File: src/rtl/tmr_pair_pkg.sv
package tmr_pair_pkg;

  localparam int unsigned NUM_CH   = 2;
  localparam int unsigned ADDR_W   = 4;
  localparam logic [ADDR_W-1:0] CTRL_ADDR = 4'd8;
  localparam int unsigned SYNC_BIT = NUM_CH;

  localparam logic [1:0] REG_MODE = 2'd0;
  localparam logic [1:0] REG_RA   = 2'd1;
  localparam logic [1:0] REG_RC   = 2'd2;
  localparam logic [1:0] REG_CNT  = 2'd3;

  typedef enum logic [1:0] {
    ACT_NONE = 2'b00,
    ACT_SET  = 2'b01,
    ACT_CLR  = 2'b10,
    ACT_TGL  = 2'b11
  } wave_act_e;

  typedef enum logic [1:0] {
    SRC_OFF   = 2'b00,
    SRC_SYS   = 2'b01,
    SRC_PRE   = 2'b10,
    SRC_CHAIN = 2'b11
  } cnt_src_e;

  typedef struct packed {
    wave_act_e trg_act;
    wave_act_e rc_act;
    wave_act_e ra_act;
    cnt_src_e  src;
  } chan_mode_t;

  localparam int unsigned MODE_W = $bits(chan_mode_t);

  function automatic logic apply_act(input logic cur, input wave_act_e act);
    case (act)
      ACT_SET: return 1'b1;
      ACT_CLR: return 1'b0;
      ACT_TGL: return ~cur;
      default: return cur;
    endcase
  endfunction

  // Highest-priority event whose action is not "none" decides the level.
  function automatic logic resolve_wave(input logic cur,
                                        input logic trg_ev, input wave_act_e trg_act,
                                        input logic rc_ev,  input wave_act_e rc_act,
                                        input logic ra_ev,  input wave_act_e ra_act);
    if (trg_ev && trg_act != ACT_NONE) return apply_act(cur, trg_act);
    if (rc_ev  && rc_act  != ACT_NONE) return apply_act(cur, rc_act);
    if (ra_ev  && ra_act  != ACT_NONE) return apply_act(cur, ra_act);
    return cur;
  endfunction

endpackage

File: src/rtl/tmr_prescaler.sv
module tmr_prescaler #(
  parameter int unsigned DIV = 8
) (
  input  logic clk,
  input  logic rst_n,
  output logic tick_o
);

  generate
    if (DIV <= 1) begin : g_bypass
      assign tick_o = 1'b1;
    end else begin : g_div
      localparam int unsigned PW = $clog2(DIV);
      localparam logic [PW-1:0] LAST = PW'(DIV - 1);
      logic [PW-1:0] phase_q;

      always_ff @(posedge clk or negedge rst_n) begin
        if (!rst_n)              phase_q <= '0;
        else if (phase_q == LAST) phase_q <= '0;
        else                      phase_q <= phase_q + 1'b1;
      end

      assign tick_o = (phase_q == LAST);

      p_tick_gap_r9: assert property (@(posedge clk) disable iff (!rst_n)
        tick_o |=> !tick_o);
    end
  endgenerate

endmodule

File: src/rtl/tmr_regs.sv
module tmr_regs import tmr_pair_pkg::*; #(
  parameter int unsigned CNT_W = 16
) (
  input  logic                           clk,
  input  logic                           rst_n,
  input  logic                           wr_en,
  input  logic                           rd_en,
  input  logic [ADDR_W-1:0]              addr,
  input  logic [CNT_W-1:0]               wdata,
  input  logic [NUM_CH-1:0][CNT_W-1:0]   cnt_i,
  output logic [CNT_W-1:0]               rdata,
  output logic                           rvalid,
  output chan_mode_t [NUM_CH-1:0]        mode_o,
  output logic [NUM_CH-1:0][CNT_W-1:0]   ra_o,
  output logic [NUM_CH-1:0][CNT_W-1:0]   rc_o,
  output logic [NUM_CH-1:0]              trig_o
);

  logic       chan_space;
  logic       ch_sel;
  logic [1:0] reg_sel;
  logic       ctrl_wr;
  logic [CNT_W-1:0] rd_val;
  logic [CNT_W-1:0] rdata_q;
  logic             rvalid_q;

  assign chan_space = ~addr[3];
  assign ch_sel     = addr[2];
  assign reg_sel    = addr[1:0];
  assign ctrl_wr    = wr_en && (addr == CTRL_ADDR);

  generate
    for (genvar c = 0; c < NUM_CH; c++) begin : g_ch
      logic hit;
      assign hit = wr_en && chan_space && (ch_sel == 1'(c));

      always_ff @(posedge clk or negedge rst_n) begin
        if (!rst_n) begin
          mode_o[c] <= '0;
          ra_o[c]   <= '0;
          rc_o[c]   <= '0;
        end else if (hit) begin
          case (reg_sel)
            REG_MODE: mode_o[c] <= chan_mode_t'(wdata[MODE_W-1:0]);
            REG_RA:   ra_o[c]   <= wdata;
            REG_RC:   rc_o[c]   <= wdata;
            default:  ;
          endcase
        end
      end

      assign trig_o[c] = ctrl_wr && (wdata[c] || wdata[SYNC_BIT]);
    end
  endgenerate

  always_comb begin
    rd_val = '0;
    if (chan_space) begin
      case (reg_sel)
        REG_MODE: rd_val = CNT_W'(mode_o[ch_sel]);
        REG_RA:   rd_val = ra_o[ch_sel];
        REG_RC:   rd_val = rc_o[ch_sel];
        REG_CNT:  rd_val = cnt_i[ch_sel];
        default:  rd_val = '0;
      endcase
    end
  end

  always_ff @(posedge clk or negedge rst_n) begin
    if (!rst_n) begin
      rdata_q  <= '0;
      rvalid_q <= 1'b0;
    end else begin
      rvalid_q <= rd_en;
      if (rd_en) rdata_q <= rd_val;
    end
  end

  assign rdata  = rdata_q;
  assign rvalid = rvalid_q;

  p_read_latency_r10: assert property (@(posedge clk) disable iff (!rst_n)
    rd_en |=> rvalid);

  p_no_spurious_valid_r10: assert property (@(posedge clk) disable iff (!rst_n)
    !rd_en |=> !rvalid);

endmodule

File: src/rtl/tmr_channel.sv
module tmr_channel import tmr_pair_pkg::*; #(
  parameter int unsigned CNT_W = 16
) (
  input  logic             clk,
  input  logic             rst_n,
  input  chan_mode_t       mode_i,
  input  logic [CNT_W-1:0] ra_i,
  input  logic [CNT_W-1:0] rc_i,
  input  logic             trig_i,
  input  logic             pre_tick_i,
  input  logic             chain_tick_i,
  output logic [CNT_W-1:0] cnt_o,
  output logic             wave_o,
  output logic             pend_o
);

  logic             tick;
  logic             clear_now;
  logic             ra_hit;
  logic             rc_hit;
  logic             wave_nxt;
  logic [CNT_W-1:0] cnt_q;
  logic [CNT_W-1:0] cnt_nxt;
  logic             pend_q;
  logic             wave_q;

  function automatic logic [CNT_W-1:0] step_count(input logic [CNT_W-1:0] cur,
                                                  input logic clear);
    return clear ? '0 : cur + 1'b1;
  endfunction

  always_comb begin
    case (mode_i.src)
      SRC_SYS:   tick = 1'b1;
      SRC_PRE:   tick = pre_tick_i;
      SRC_CHAIN: tick = chain_tick_i;
      default:   tick = 1'b0;
    endcase
  end

  assign clear_now = pend_q | trig_i;
  assign cnt_nxt   = step_count(cnt_q, clear_now);
  assign ra_hit    = tick && (cnt_nxt == ra_i);
  assign rc_hit    = tick && (cnt_nxt == rc_i);
  assign wave_nxt  = resolve_wave(wave_q, trig_i, mode_i.trg_act,
                                  rc_hit, mode_i.rc_act,
                                  ra_hit, mode_i.ra_act);

  always_ff @(posedge clk or negedge rst_n) begin
    if (!rst_n) begin
      cnt_q  <= '0;
      pend_q <= 1'b0;
      wave_q <= 1'b0;
    end else begin
      wave_q <= wave_nxt;
      if (tick) begin
        cnt_q  <= cnt_nxt;
        pend_q <= 1'b0;
      end else if (trig_i) begin
        pend_q <= 1'b1;
      end
    end
  end

  assign cnt_o  = cnt_q;
  assign wave_o = wave_q;
  assign pend_o = pend_q;

  p_hold_pending_r1: assert property (@(posedge clk) disable iff (!rst_n)
    (pend_q && !tick) |=> (pend_q && $stable(cnt_q)));

  p_reset_on_tick_r1: assert property (@(posedge clk) disable iff (!rst_n)
    (tick && (pend_q || trig_i)) |=> (cnt_q == '0 && !pend_q));

  p_free_run_r2: assert property (@(posedge clk) disable iff (!rst_n)
    (tick && !pend_q && !trig_i) |=> (cnt_q == $past(cnt_q) + 1'b1));

  p_no_tick_hold_r3: assert property (@(posedge clk) disable iff (!rst_n)
    !tick |=> $stable(cnt_q));

  p_ra_set_r4: assert property (@(posedge clk) disable iff (!rst_n)
    (ra_hit && !rc_hit && !trig_i && mode_i.ra_act == ACT_SET) |=> wave_q);

  p_rc_clear_r4: assert property (@(posedge clk) disable iff (!rst_n)
    (rc_hit && !trig_i && mode_i.rc_act == ACT_CLR) |=> !wave_q);

  p_quiet_wave_r4: assert property (@(posedge clk) disable iff (!rst_n)
    (!trig_i && !ra_hit && !rc_hit) |=> $stable(wave_q));

  p_trig_set_wins_r5: assert property (@(posedge clk) disable iff (!rst_n)
    (trig_i && mode_i.trg_act == ACT_SET) |=> wave_q);

  p_trig_clr_wins_r5: assert property (@(posedge clk) disable iff (!rst_n)
    (trig_i && mode_i.trg_act == ACT_CLR) |=> !wave_q);

endmodule

File: src/rtl/tmr_pair.sv
module tmr_pair import tmr_pair_pkg::*; #(
  parameter int unsigned CNT_W   = 16,
  parameter int unsigned PRE_DIV = 8
) (
  input  logic              clk,
  input  logic              rst_n,
  input  logic              wr_en,
  input  logic              rd_en,
  input  logic [ADDR_W-1:0] addr,
  input  logic [CNT_W-1:0]  wdata,
  output logic [CNT_W-1:0]  rdata,
  output logic              rvalid,
  output logic [NUM_CH-1:0] wave_o
);

  chan_mode_t [NUM_CH-1:0]      mode;
  logic [NUM_CH-1:0][CNT_W-1:0] ra;
  logic [NUM_CH-1:0][CNT_W-1:0] rc;
  logic [NUM_CH-1:0][CNT_W-1:0] cnt;
  logic [NUM_CH-1:0]            trig;
  logic [NUM_CH-1:0]            pend;
  logic [NUM_CH-1:0]            wave;
  logic [NUM_CH-1:0]            chain_tick;
  logic [NUM_CH-2:0]            wave_prev_q;
  logic                         pre_tick;
  logic                         sync_wr;

  tmr_prescaler #(.DIV(PRE_DIV)) u_pre (
    .clk    (clk),
    .rst_n  (rst_n),
    .tick_o (pre_tick)
  );

  tmr_regs #(.CNT_W(CNT_W)) u_regs (
    .clk    (clk),
    .rst_n  (rst_n),
    .wr_en  (wr_en),
    .rd_en  (rd_en),
    .addr   (addr),
    .wdata  (wdata),
    .cnt_i  (cnt),
    .rdata  (rdata),
    .rvalid (rvalid),
    .mode_o (mode),
    .ra_o   (ra),
    .rc_o   (rc),
    .trig_o (trig)
  );

  always_ff @(posedge clk or negedge rst_n) begin
    if (!rst_n) wave_prev_q <= '0;
    else        wave_prev_q <= wave[NUM_CH-2:0];
  end

  assign chain_tick[0] = 1'b0;

  generate
    for (genvar c = 1; c < NUM_CH; c++) begin : g_link
      assign chain_tick[c] = wave[c-1] & ~wave_prev_q[c-1];
    end

    for (genvar c = 0; c < NUM_CH; c++) begin : g_chan
      tmr_channel #(.CNT_W(CNT_W)) u_chan (
        .clk          (clk),
        .rst_n        (rst_n),
        .mode_i       (mode[c]),
        .ra_i         (ra[c]),
        .rc_i         (rc[c]),
        .trig_i       (trig[c]),
        .pre_tick_i   (pre_tick),
        .chain_tick_i (chain_tick[c]),
        .cnt_o        (cnt[c]),
        .wave_o       (wave[c]),
        .pend_o       (pend[c])
      );
    end
  endgenerate

  assign wave_o  = wave;
  assign sync_wr = wr_en && (addr == CTRL_ADDR) && wdata[SYNC_BIT];

  p_chain_step_r6: assert property (@(posedge clk) disable iff (!rst_n)
    (mode[1].src == SRC_CHAIN && $rose(wave[0]) && !pend[1] && !trig[1])
    |=> (cnt[1] == $past(cnt[1]) + 1'b1));

  p_sync_both_r7: assert property (@(posedge clk) disable iff (!rst_n)
    sync_wr |=> ((pend[0] || cnt[0] == '0) && (pend[1] || cnt[1] == '0)));

  p_chained_restart_r8: assert property (@(posedge clk) disable iff (!rst_n)
    (sync_wr && mode[0].trg_act == ACT_SET && mode[1].src == SRC_CHAIN && !wave[0])
    |=> ##1 (cnt[1] == '0 && !pend[1]));

endmodule

File: config.mk
export PLATFORM = sky130hd
export DESIGN_NAME = tmr_pair
export DESIGN_NICKNAME = d
export VERILOG_FILES = /design/src/rtl/tmr_pair_pkg.sv /design/src/rtl/tmr_prescaler.sv /design/src/rtl/tmr_regs.sv /design/src/rtl/tmr_channel.sv /design/src/rtl/tmr_pair.sv
export SDC_FILE = /design/constraint.sdc
export NUM_CORES = 1
export LEC_CHECK = 0
export BUFFER_PORTS_ARGS = -buffer_cell sky130_fd_sc_hd__buf_2
export CAP_MARGIN = 20
export CORE_ASPECT_RATIO = 1.25
export CORE_MARGIN = 5
export CORE_UTILIZATION = 45
export CTS_CLUSTER_DIAMETER = 100
export DETAILED_ROUTE_END_ITERATION = 7
export PLACE_DENSITY_LB_ADDON = 0.15
export SLEW_MARGIN = 20
export SYNTH_ARGS = -nofsm -noshare
export SYNTH_HDL_FRONTEND = slang
export SYNTH_SLANG_ARGS = --single-unit
File: constraint.sdc
create_clock -name clk -period 3.2 [get_ports clk]
set_input_delay 0.64 -clock clk [delete_from_list [all_inputs] [get_ports clk]]
set_output_delay 0.64 -clock clk [all_outputs]
set_load 0.05 [all_outputs]
==> results of run 1 <==
[critical path: cells and delay by family, from the launching register on]
family | cells | cell delay [ns]
simple gates | 4 | 1.47
compound gates | 5 | 0.66
flops | 1 | 0.61
xor+xnor | 1 | 0.28
[worst min path at each step]
stage | depth (start not counted) | slack [ns] | endpoint | from
final | 1 | 0.27 | u_regs.rc_o[13] | rst_n
after global routing | 1 | 0.33 | u_regs.rc_o[14] | rst_n
after CTS | 1 | 0.30 | g_chan[0].u_chan.cnt_o[12] | rst_n
after detailed placement | 1 | 0.42 | u_pre.g_div.phase_q[0] | u_pre.g_div.phase_q[0]
after global placement | 1 | 0.42 | u_pre.g_div.phase_q[0] | u_pre.g_div.phase_q[0]
after floorplan | 0 | 0.34 | g_chan[0].u_chan.cnt_o[0] | rst_n
[through the flow]
stage / setup slack (ns) / total power, uW
after floorplan: 0.2355 / 4193
after global placement: -0.1232 / 5048
after detailed placement: -0.2054 / 5107
after CTS: 0.1272 / 7133
after global routing: 0.002473 / 7525
final: 0.09249 / 7143
[final cells by class]
class,count,area [um2]
repair buffers,112,742.0
fillers,1701,8735
clock inverters,8,121.4
flip-flops and latches,137,3428
well taps,232,290.3
clock buffers,21,470.5
inverters,36,135.1
multi-input cells,627,4856
[logic make-up after synthesis]
family / synth area share
simple gates: 0.1508
compound gates: 0.1525
flops: 0.3980
mux: 0.1764
buf+inv: 0.04634
xor+xnor: 0.05854
fa+ha+maj: 0.01743
[what timing repair did]
item                                    in CTS  in global routing
gates resized for setup                      0                 10
hold buffers                                 0                  0
endpoints found under the setup margin       0                  2
buffers inserted                             0                  0
[registers in the layout, indices dropped and copies added (netlist names)]
signal	flops
u_pre.g_div.phase_q	3
u_regs.rvalid	1
g_chan.u_chan.cnt_o	32
u_regs.mode_o	16
u_regs.rc_o	32
g_chan.u_chan.pend_o	2
u_regs.ra_o	32
u_regs.rdata	16
wave_prev_q	1
g_chan.u_chan.wave_o	2
[report_power, final]
group / leakage [uW] / internal, uW / switching (uW)
clock: 0.000291 / 1270 / 732
sequential: 0.00174 / 2110 / 513
combinational: 0.00219 / 1150 / 1370
total: 0.00422 / 4530 / 2620
[cell usage after synthesis, types with 13 or more instances]
cell,instances,area [um2]
a21oi_1,20,100.1
a221oi_1,17,148.9
a31oi_1,14,87.58
clkbuf_1,34,127.6
dfrtp_1,137,3428
inv_1,34,127.6
mux2_2,94,1059
mux4_2,16,360.4
nand2_1,80,300.3
nor2_1,46,172.7
nor3_1,17,85.08
o21ai_0,55,275.3
o22ai_1,13,81.33
xnor2_1,31,271.5
xor2_1,24,210.2
[layout by cell type (no fill, tap or decap), types with 5 or more instances in the layout]
master,netlist,layout
dfrtp_1,137,137
mux2_2,94,94
nand2_1,80,80
buf_4,6,70
o21ai_0,55,55
nor2_1,46,45
buf_2,10,41
inv_1,34,34
xnor2_1,31,29
xor2_1,24,24
a21oi_1,20,20
a221oi_1,17,17
nor3_1,17,17
clkbuf_16,0,17
mux4_2,16,16
a31oi_1,14,14
o22ai_1,13,13
o32ai_1,11,11
nand3_1,11,11
nand4_1,11,11
o31ai_1,11,11
ha_1,12,11
nand2b_1,10,10
mux2i_1,10,10
and3_1,10,10
nor4b_1,9,9
a211oi_1,7,7
nor2b_1,7,6
or3_1,5,5
nor3b_1,7,5
o32a_1,5,5
and4_1,5,5
[metal layers]
layer  track usage  wire length (um)  vias up
met3       0.03687              1046       73
met2        0.4382             13610      270
met1        0.2811             10120     3623
li1              -                 -     3320
met4        0.1038               983        0
met5             0                 0        -
==> reports/qor.yml, run 1 <==
sta:
  holdWs_ns: 0.2735
  finalHoldViolCount: 0
  setup_viol: 0
  fin_crit_sh: 0.9711
  slew_headroom: 0.4877
  worst_pin_slew_ns: 0.7685
  rsz0062_at_grt: "false"
  finalClockSkew_ns: 0.007192
  fmax_mhz: 321.8
  finalCriticalPeriod_ns: 3.108
  slew_violations: 0
  setup_tns_ns: 0
global_routing:
  grt_max_degree: 79
  grt_overflow: 0
  grtUsageTotal: 0.2406
  antenna_found_initial: 0
  grt_first_pass_wirelength_um: 41310
  grt_pass1_vias: 7401
critical_path:
  critPathMaxStageDelay_ns: 0.61
  critPathLaunchType: "flop"
  crit_type: "flop to flop"
  crit_chain: "nand4_1, or3_1, xor2_1, and4b_1, a31oi_1, o32a_1, or4_1, o21ai_1, a21oi_1, a32oi_1"
  cp_max_fo: 13
  crit_path_start: "g_chan[0].u_chan.cnt_o[6]"
  crit_required_ns: 3.53
  cp-endpoint: "g_chan[0].u_chan.wave_o"
  end_kind: "flop"
  r2r_slack_ns: 0.09
  rr_endpoint: "g_chan[0].u_chan.wave_o"
  worst_ep_arrival_time_ns: 3.44
  rr_worst_depth: 10
  cpMaxStageDelayCell: "dfrtp_1"
  worstReg2RegStart: "g_chan[0].u_chan.cnt_o[6]"
logic_synthesis:
  synth_area_um2: 8613
  yosysWarnings: 0
  synth-seq-cells: 137
  yosysUniqueCellTypes: 72
  syn_inst: 859
  ys_async_sr_fraction: 1.000
  yosysSeqAreaShare: 0.3980
  synth-edff-count: 0
  synth_nets: 895
  syn_avg_cell_area_um2: 10.03
  synthFlopType: "dfrtp_1"
final_layout:
  area_growth_syn_to_layout_pct: 16.60
  fin_area_um2: 10040
  drive_above_1_share: 0.2922
  diodes: 0
  fin_util: 0.5348
  layout.cells.non_filler: 1173
  nNetsFinal: 967
hold_path:
  hold_class: "input port to asynchronous set/reset pin"
clock_tree:
  clockBufferDepth: 2
  root_buffer: "clkbuf_16"
  cts_max_level: 4
  cts_sinks: 137
  cts_tree: "yes"
  clk_pin_slew_worst_paths_ns: 0.06
  insertion_delay_ns: 0.42
  numCtsBuffers: 17
pwr:
  leakage_uw: 0.004221
  power-per-cell-area_nw_per_um2: 711.2
  ir_drop_mv: 0.3999
floorplan:
  std_cell_rows: 56
  die_h_um: 164.7
  start_util: 0.4587
  fp.dieW_um: 133.7
  ioPinCount: 43
  die_area_um2: 22030
  core_um2: 18780
detailed_routing:
  dr.pass1.iters: 5
  drt_iter0_drc: 604
  drcViolationCount: 0
  ant_nets: 0
  drt_wl_total_um: 25760
  num_vias: 7286
  via_per_inst: 6.211
  wl_per_cell_um: 21.96
place:
  dpl_cell_area_um2: 9392
  placement.io_buffers: 42
  hpwlAfterDp_um: 19440
  dp.cells: 1144
  gp_congestion: 0.9484
outcome:
  status: "finished, final reports clean"
job:
  maxCapViolations: 0
No activity file was read; power rests on OpenSTA's default activity.
==> run 2: changes to the inputs <==
Settings changed: SETUP_SLACK_MARGIN from default to 0.15, SYNTH_HIERARCHICAL from default to 1.
==> run 2 against run 1 <==
Against the previous run: worst hold slack worse by 0.034 ns; setup slack better by 0.28 ns; sequential share of layout area up 0.48 points; sequential power about the same.
==> reports/qor.yml, run 2 <==
pwr:
  ir_drop_mv: 0.5034
  leakage_uw: 0.004216
  power-per-cell-area_nw_per_um2: 698.5
  finalPower_uw: 6918
logic_synthesis:
  synth_top_area_share: 0.4017
  yosysSeqAreaShare: 0.4017
  syn_inst: 867
  synth_area_leader_cell: "dfrtp_1"
  yosysUniqueCellTypes: 81
  yosysWarnings: 6
  synth_area_leaders: "dfrtp_1 40%, mux2_2 11%, mux2i_1 8.2%"
  synth_area_um2: 8534
  synth-edff-count: 0
  ys_async_sr_fraction: 1.000
  syn_avg_cell_area_um2: 9.844
  yosysMostFrequentCell: "dfrtp_1"
  synthFlopType: "dfrtp_1"
  synth-seq-cells: 137
  synth_nets: 895
  synth_common_cells: "137 x dfrtp_1, 81 x mux2_2, 79 x o21ai_0"
place:
  hpwlAfterDp_um: 19170
  dpl_cell_area_um2: 9299
  gp_congestion: 0.9103
  placement.io_buffers: 42
  dp.cells: 1156
sta:
  worst_pin_slew_ns: 0.6912
  slew_violations: 0
  slew_headroom: 0.5392
  setup_viol: 0
  rsz0062_at_grt: "false"
  fmax_mhz: 353.7
  finalHoldViolCount: 0
  fin_crit_sh: 0.8836
  finalCriticalPeriod_ns: 2.828
  finalClockSkew_ns: 0.007665
detailed_routing:
  ant_nets: 0
  via_per_inst: 5.928
  num_vias: 7037
  drt_wl_total_um: 25290
  drcViolationCount: 0
  wl_per_cell_um: 21.30
  drt_iter0_drc: 445
  dr.pass1.iters: 4
clock_tree:
  root_buffer: "clkbuf_16"
  cts_tree: "yes"
  cts_sinks: 137
  postCtsSetupRepairBufs: 0
  insertion_delay_ns: 0.42
  ctsResizeCount: 0
  clockBufferDepth: 2
  cts_max_level: 4
  clk_pin_slew_worst_paths_ns: 0.06
  cts_hold_buf: 0
  numCtsBuffers: 17
critical_path:
  cpMaxStageDelayCell: "nor4_2"
  end_kind: "flop"
  cp_max_fo: 10
  crit_required_ns: 3.50
  r2r_slack_ns: 0.38
  crit_chain: "buf_4, nor2_4, and4b_1, o21a_2, or2_1, buf_4, nor2_1, mux2i_1, xor2_1, nand4_1, nor4_2, mux2i_1, o211ai_2"
  critPathMaxStageDelay_ns: 0.33
  crit_type: "input port to flop"
  critPathLaunchType: "input port"
  worst_ep_arrival_time_ns: 3.13
final_layout:
  fin_area_um2: 9905
  final_common_cell: "dfrtp_1"
  layout.cells.non_filler: 1187
  fin_util: 0.5294
  area_growth_syn_to_layout_pct: 16.05
  diodes: 0
  final_cell_mix: "137 x dfrtp_1, 81 x mux2_2, 79 x o21ai_0"
  nNetsFinal: 971
  drive_above_1_share: 0.2660
global_routing:
  antenna_found_initial: 0
  grtUsageTotal: 0.2382
  grt_overflow: 0
  grt_first_pass_wirelength_um: 39960
  grt_max_degree: 72
  grt_pass1_vias: 7019
floorplan:
  fp.dieW_um: 133.2
  start_util: 0.4562
  ioPinCount: 43
  die_area_um2: 21840
  die_h_um: 164.0
  std_cell_rows: 56
  core_um2: 18710
job:
  maxCapViolations: 0
hold_path:
  hold_class: "input port to asynchronous set/reset pin"
outcome:
  status: "finished, final reports clean"
-- run 2: area by class of cell --
type	count	area [um2]
fill	1704	8803
multi-input combinational	653	4778
sequential	137	3428
timing repair buffer	105	704.4
clock buffer	19	442.9
tap	232	290.3
clock inverter	12	151.4
inverter	29	108.9
-- run 2: routing by layer --
layer  GRT usage  vias to the layer above  part of all wire
met5           0                        -                 0
met4     0.08185                        0             0.024
met3     0.03462                       41             0.038
met2      0.4064                      173              0.50
met1      0.3114                     3473              0.44
li1            -                     3350                 -
-- run 2: critical path: cells and delay by family --
family / cells / cell delay, ns
multiplexers: 2 / 0.55
AO/OA/AOI/OAI: 2 / 0.37
XOR/XNOR: 1 / 0.20
buffers and inverters: 2 / 0.34
AND/OR/NAND/NOR: 6 / 1.01
-- run 2: through the flow --
stage | hold slack, ns | TNS (ns) | setup slack, ns
final | 0.2392 | 0 | 0.3724
after detailed placement | 0.4252 | -0.2081 | -0.1510
after CTS | 0.2531 | 0 | 0.2806
after global routing | 0.2966 | 0 | 0.1723
after global placement | 0.4112 | -0.09325 | -0.06177
after floorplan | 0.3444 | 0 | 0.04543
-- run 2: logic make-up (layout without fill, tap and decap cells) --
family / count (synthesis) / in the layout / share of synthesized area
AOI/OAI and AO/OA: 209 / 209 / 0.1525
and+or+nand+nor: 246 / 246 / 0.1652
other: 1 / 1 / 0.0004394
adders and majority gates: 4 / 4 / 0.005864
muxes: 151 / 151 / 0.1890
DFF: 137 / 137 / 0.4017
xor gates and xnor gates: 42 / 42 / 0.04310
buffers and inverters: 77 / 165 / 0.04222
-- run 2: worst paths after layout --
path,to,cells past startpoint,start
worst max-delay path,g_chan[1].u_chan/wave_o,13,addr[2]
worst min-delay path,u_regs/ra_o[16],1,rst_n
worst max register to register,g_chan[1].u_chan/wave_o,10,g_chan[1].u_chan/cnt_o[0]
worst min register to register,u_pre/g_div.phase_q[0],1,u_pre/g_div.phase_q[0]
max in group asynchronous,g_chan[0].u_chan/cnt_o[0],2,rst_n
min in group clk,u_pre/g_div.phase_q[0],1,u_pre/g_div.phase_q[0]
-- run 2: power by group --
group | switching [uW] | internal [uW]
Clock | 763 | 1240
Sequential | 538 | 2110
Combinational | 1260 | 1010
==> run 3: changes to the inputs <==
Settings changed: CORE_UTILIZATION 45 to 62.
==> run 3 against run 2 <==
Against the previous run: die area fell by 26%; cell count fell by 5.7%; critical endpoint is now g_chan[0].u_chan/wave_o; non-clock buffer count fell by 12; clock skew fell by 0.0024 ns; flip-flop and latch count did not move.
==> reports/qor.yml, run 3 (synthesis gave the netlist of run 2 again) <==
final_layout:
  final_common_cell: "dfrtp_1"
  drive_above_1_share: 0.2627
  final_cell_mix: "136 x dfrtp_1, 81 x mux2_2, 79 x o21ai_0"
  diodes: 0
  fin_area_um2: 9811
  area_growth_syn_to_layout_pct: 14.95
  nNetsFinal: 959
critical_path:
  crit_chain: "buf_2, nor2_4, and4b_1, o21a_1, buf_4, nor2_1, buf_4, o211ai_1, a21o_1, nand4_1, nor4_2, or4b_4, mux2i_1, o22ai_1"
  worst_ep_arrival_time_ns: 3.30
  crit_required_ns: 3.54
  crit_family: "simple AND/OR/NAND/NOR gates"
  crit_type: "input port to flop"
  end_kind: "flop"
  path_buf_inv: 3
  cp_max_fo: 10
  cpMaxStageDelayCell: "or4b_4"
  critPathLaunchType: "input port"
  path_common_cell: "buf_4"
  critPathMaxStageDelay_ns: 0.53
sta:
  finalCriticalPeriod_ns: 2.964
  finalClockSkew_ns: 0.005240
  fmax_mhz: 337.4
  slew_violations: 0
  fin_crit_sh: 0.9262
  rsz0062_at_grt: "false"
  slew_headroom: 0.3114
  finalHoldViolCount: 0
  worst_pin_slew_ns: 1.033
  setup_viol: 0
clock_tree:
  numCtsBuffers: 17
  clockBufferDepth: 2
  clk_pin_slew_worst_paths_ns: 0.06
  cts_sinks: 137
  insertion_delay_ns: 0.43
  cts_tree: "yes"
  cts_max_level: 4
  root_buffer: "clkbuf_16"
  cts_hold_buf: 0
detailed_routing:
  num_vias: 7437
  via_per_inst: 6.646
  wl_per_cell_um: 22.77
  ant_nets: 0
  dr.pass1.iters: 6
  drt_wl_total_um: 25480
  drcViolationCount: 0
  drt_iter0_drc: 770
global_routing:
  antenna_found_initial: 0
  grt_overflow: 0
  grtUsageTotal: 0.3256
  grt_pass1_vias: 7268
  grt_first_pass_wirelength_um: 40480
  grt_max_degree: 71
pwr:
  power-per-cell-area_nw_per_um2: 719.5
  finalPower_uw: 7058
  ir_drop_mv: 0.5859
  leakage_uw: 0.004168
job:
  maxCapViolations: 0
outcome:
  status: "finished, final reports clean"
floorplan:
  start_util: 0.6233
  fp.dieW_um: 114.9
  die_area_um2: 16230
  std_cell_rows: 48
  die_h_um: 141.2
  ioPinCount: 43
  core_um2: 13690
place:
  gp_congestion: 1.011
  dpl_cell_area_um2: 9150
  hpwlAfterDp_um: 18800
  placement.io_buffers: 42
hold_path:
  hold_class: "input port to asynchronous set/reset pin"
run 3: changes by cell type in the layout (fill, tap and decap cells not counted), sizes merged:
| cell | change |
|---|---|
| bufinv | +1 |
| clkbuf | -2 |
| inv | +1 |
| clkinvlp | +1 |
| buf | -12 |
run 3: path summary, 6_finish.rpt:
kind | startpoint | to | slack [ns] | depth (start not counted)
hold / removal | rst_n | u_regs/rvalid | 0.20 | 1
max in group asynchronous | rst_n | u_regs/ra_o[11] | 2.20 | 2
setup / recovery | addr[0] | g_chan[0].u_chan/wave_o | 0.24 | 14
hold reg to reg | u_pre/g_div.phase_q[0] | u_pre/g_div.phase_q[0] | 0.43 | 1
setup reg to reg | g_chan[0].u_chan/cnt_o[2] | g_chan[0].u_chan/wave_o | 0.29 | 9
min in group clk | u_pre/g_div.phase_q[0] | u_pre/g_div.phase_q[0] | 0.43 | 1
run 3: power by group:
part           internal, uW  switching [uW]  total, uW
clock network          1300             786       2090
registers              2110             576       2680
logic                  1000            1280       2290
total                  4420            2640       7060
run 3: area by class of cell:
class	count	area (um2)
Clock inverter	15	201.4
Fill cell	996	3882
Inverter	29	108.9
Clock buffer	17	425.4
Tap cell	175	219.0
Sequential cell	137	3430
Multi-Input combinational cell	653	4796
Timing Repair Buffer	93	630.6
run 3: worst register-to-register path, delay by kind of cell (launching register included):
| kind | cells | cell delay, ns |
|---|---|---|
| buf+inv | 1 | 0.19 |
| compound gates | 2 | 0.45 |
| flops | 1 | 0.46 |
| simple gates | 4 | 1.21 |
| mux | 2 | 0.51 |
run 3: metal layers:
metal  vias up  part of all wire  GRT usage
li1       3328                 -          -
met1      3703              0.40     0.4215
met2       333              0.50     0.5308
met3        73             0.067    0.06784
met4         0             0.036     0.1323
met5         -                 0          0
run 3: what timing repair did:
item	CTS	global route
gates resized for setup	1	8
pin swaps	0	1
endpoints found under the hold margin	0	0
endpoints found under the setup margin	1	2
buffers inserted	0	0
cloned	0	0
run 3: per-stage QoR:
| stage | setup WS, ns | utilization | TNS (ns) | cells | hold slack, ns |
|---|---|---|---|---|---|
| 2_1_floorplan | 0.04543 | - | 0 | 867 | 0.3444 |
| 3_3_place_gp | -0.1102 | 0.6682 | -0.1632 | 1087 | 0.4145 |
| 3_5_place_dp | -0.1684 | 0.6682 | -0.2979 | 1087 | 0.4226 |
| 4_1_cts | 0.2130 | 0.7144 | 0 | 1119 | 0.2219 |
| 5_1_grt | 0.1417 | 0.7165 | 0 | 1119 | 0.2441 |
| 6_report | 0.2363 | 0.7165 | 0 | 1119 | 0.2003 |
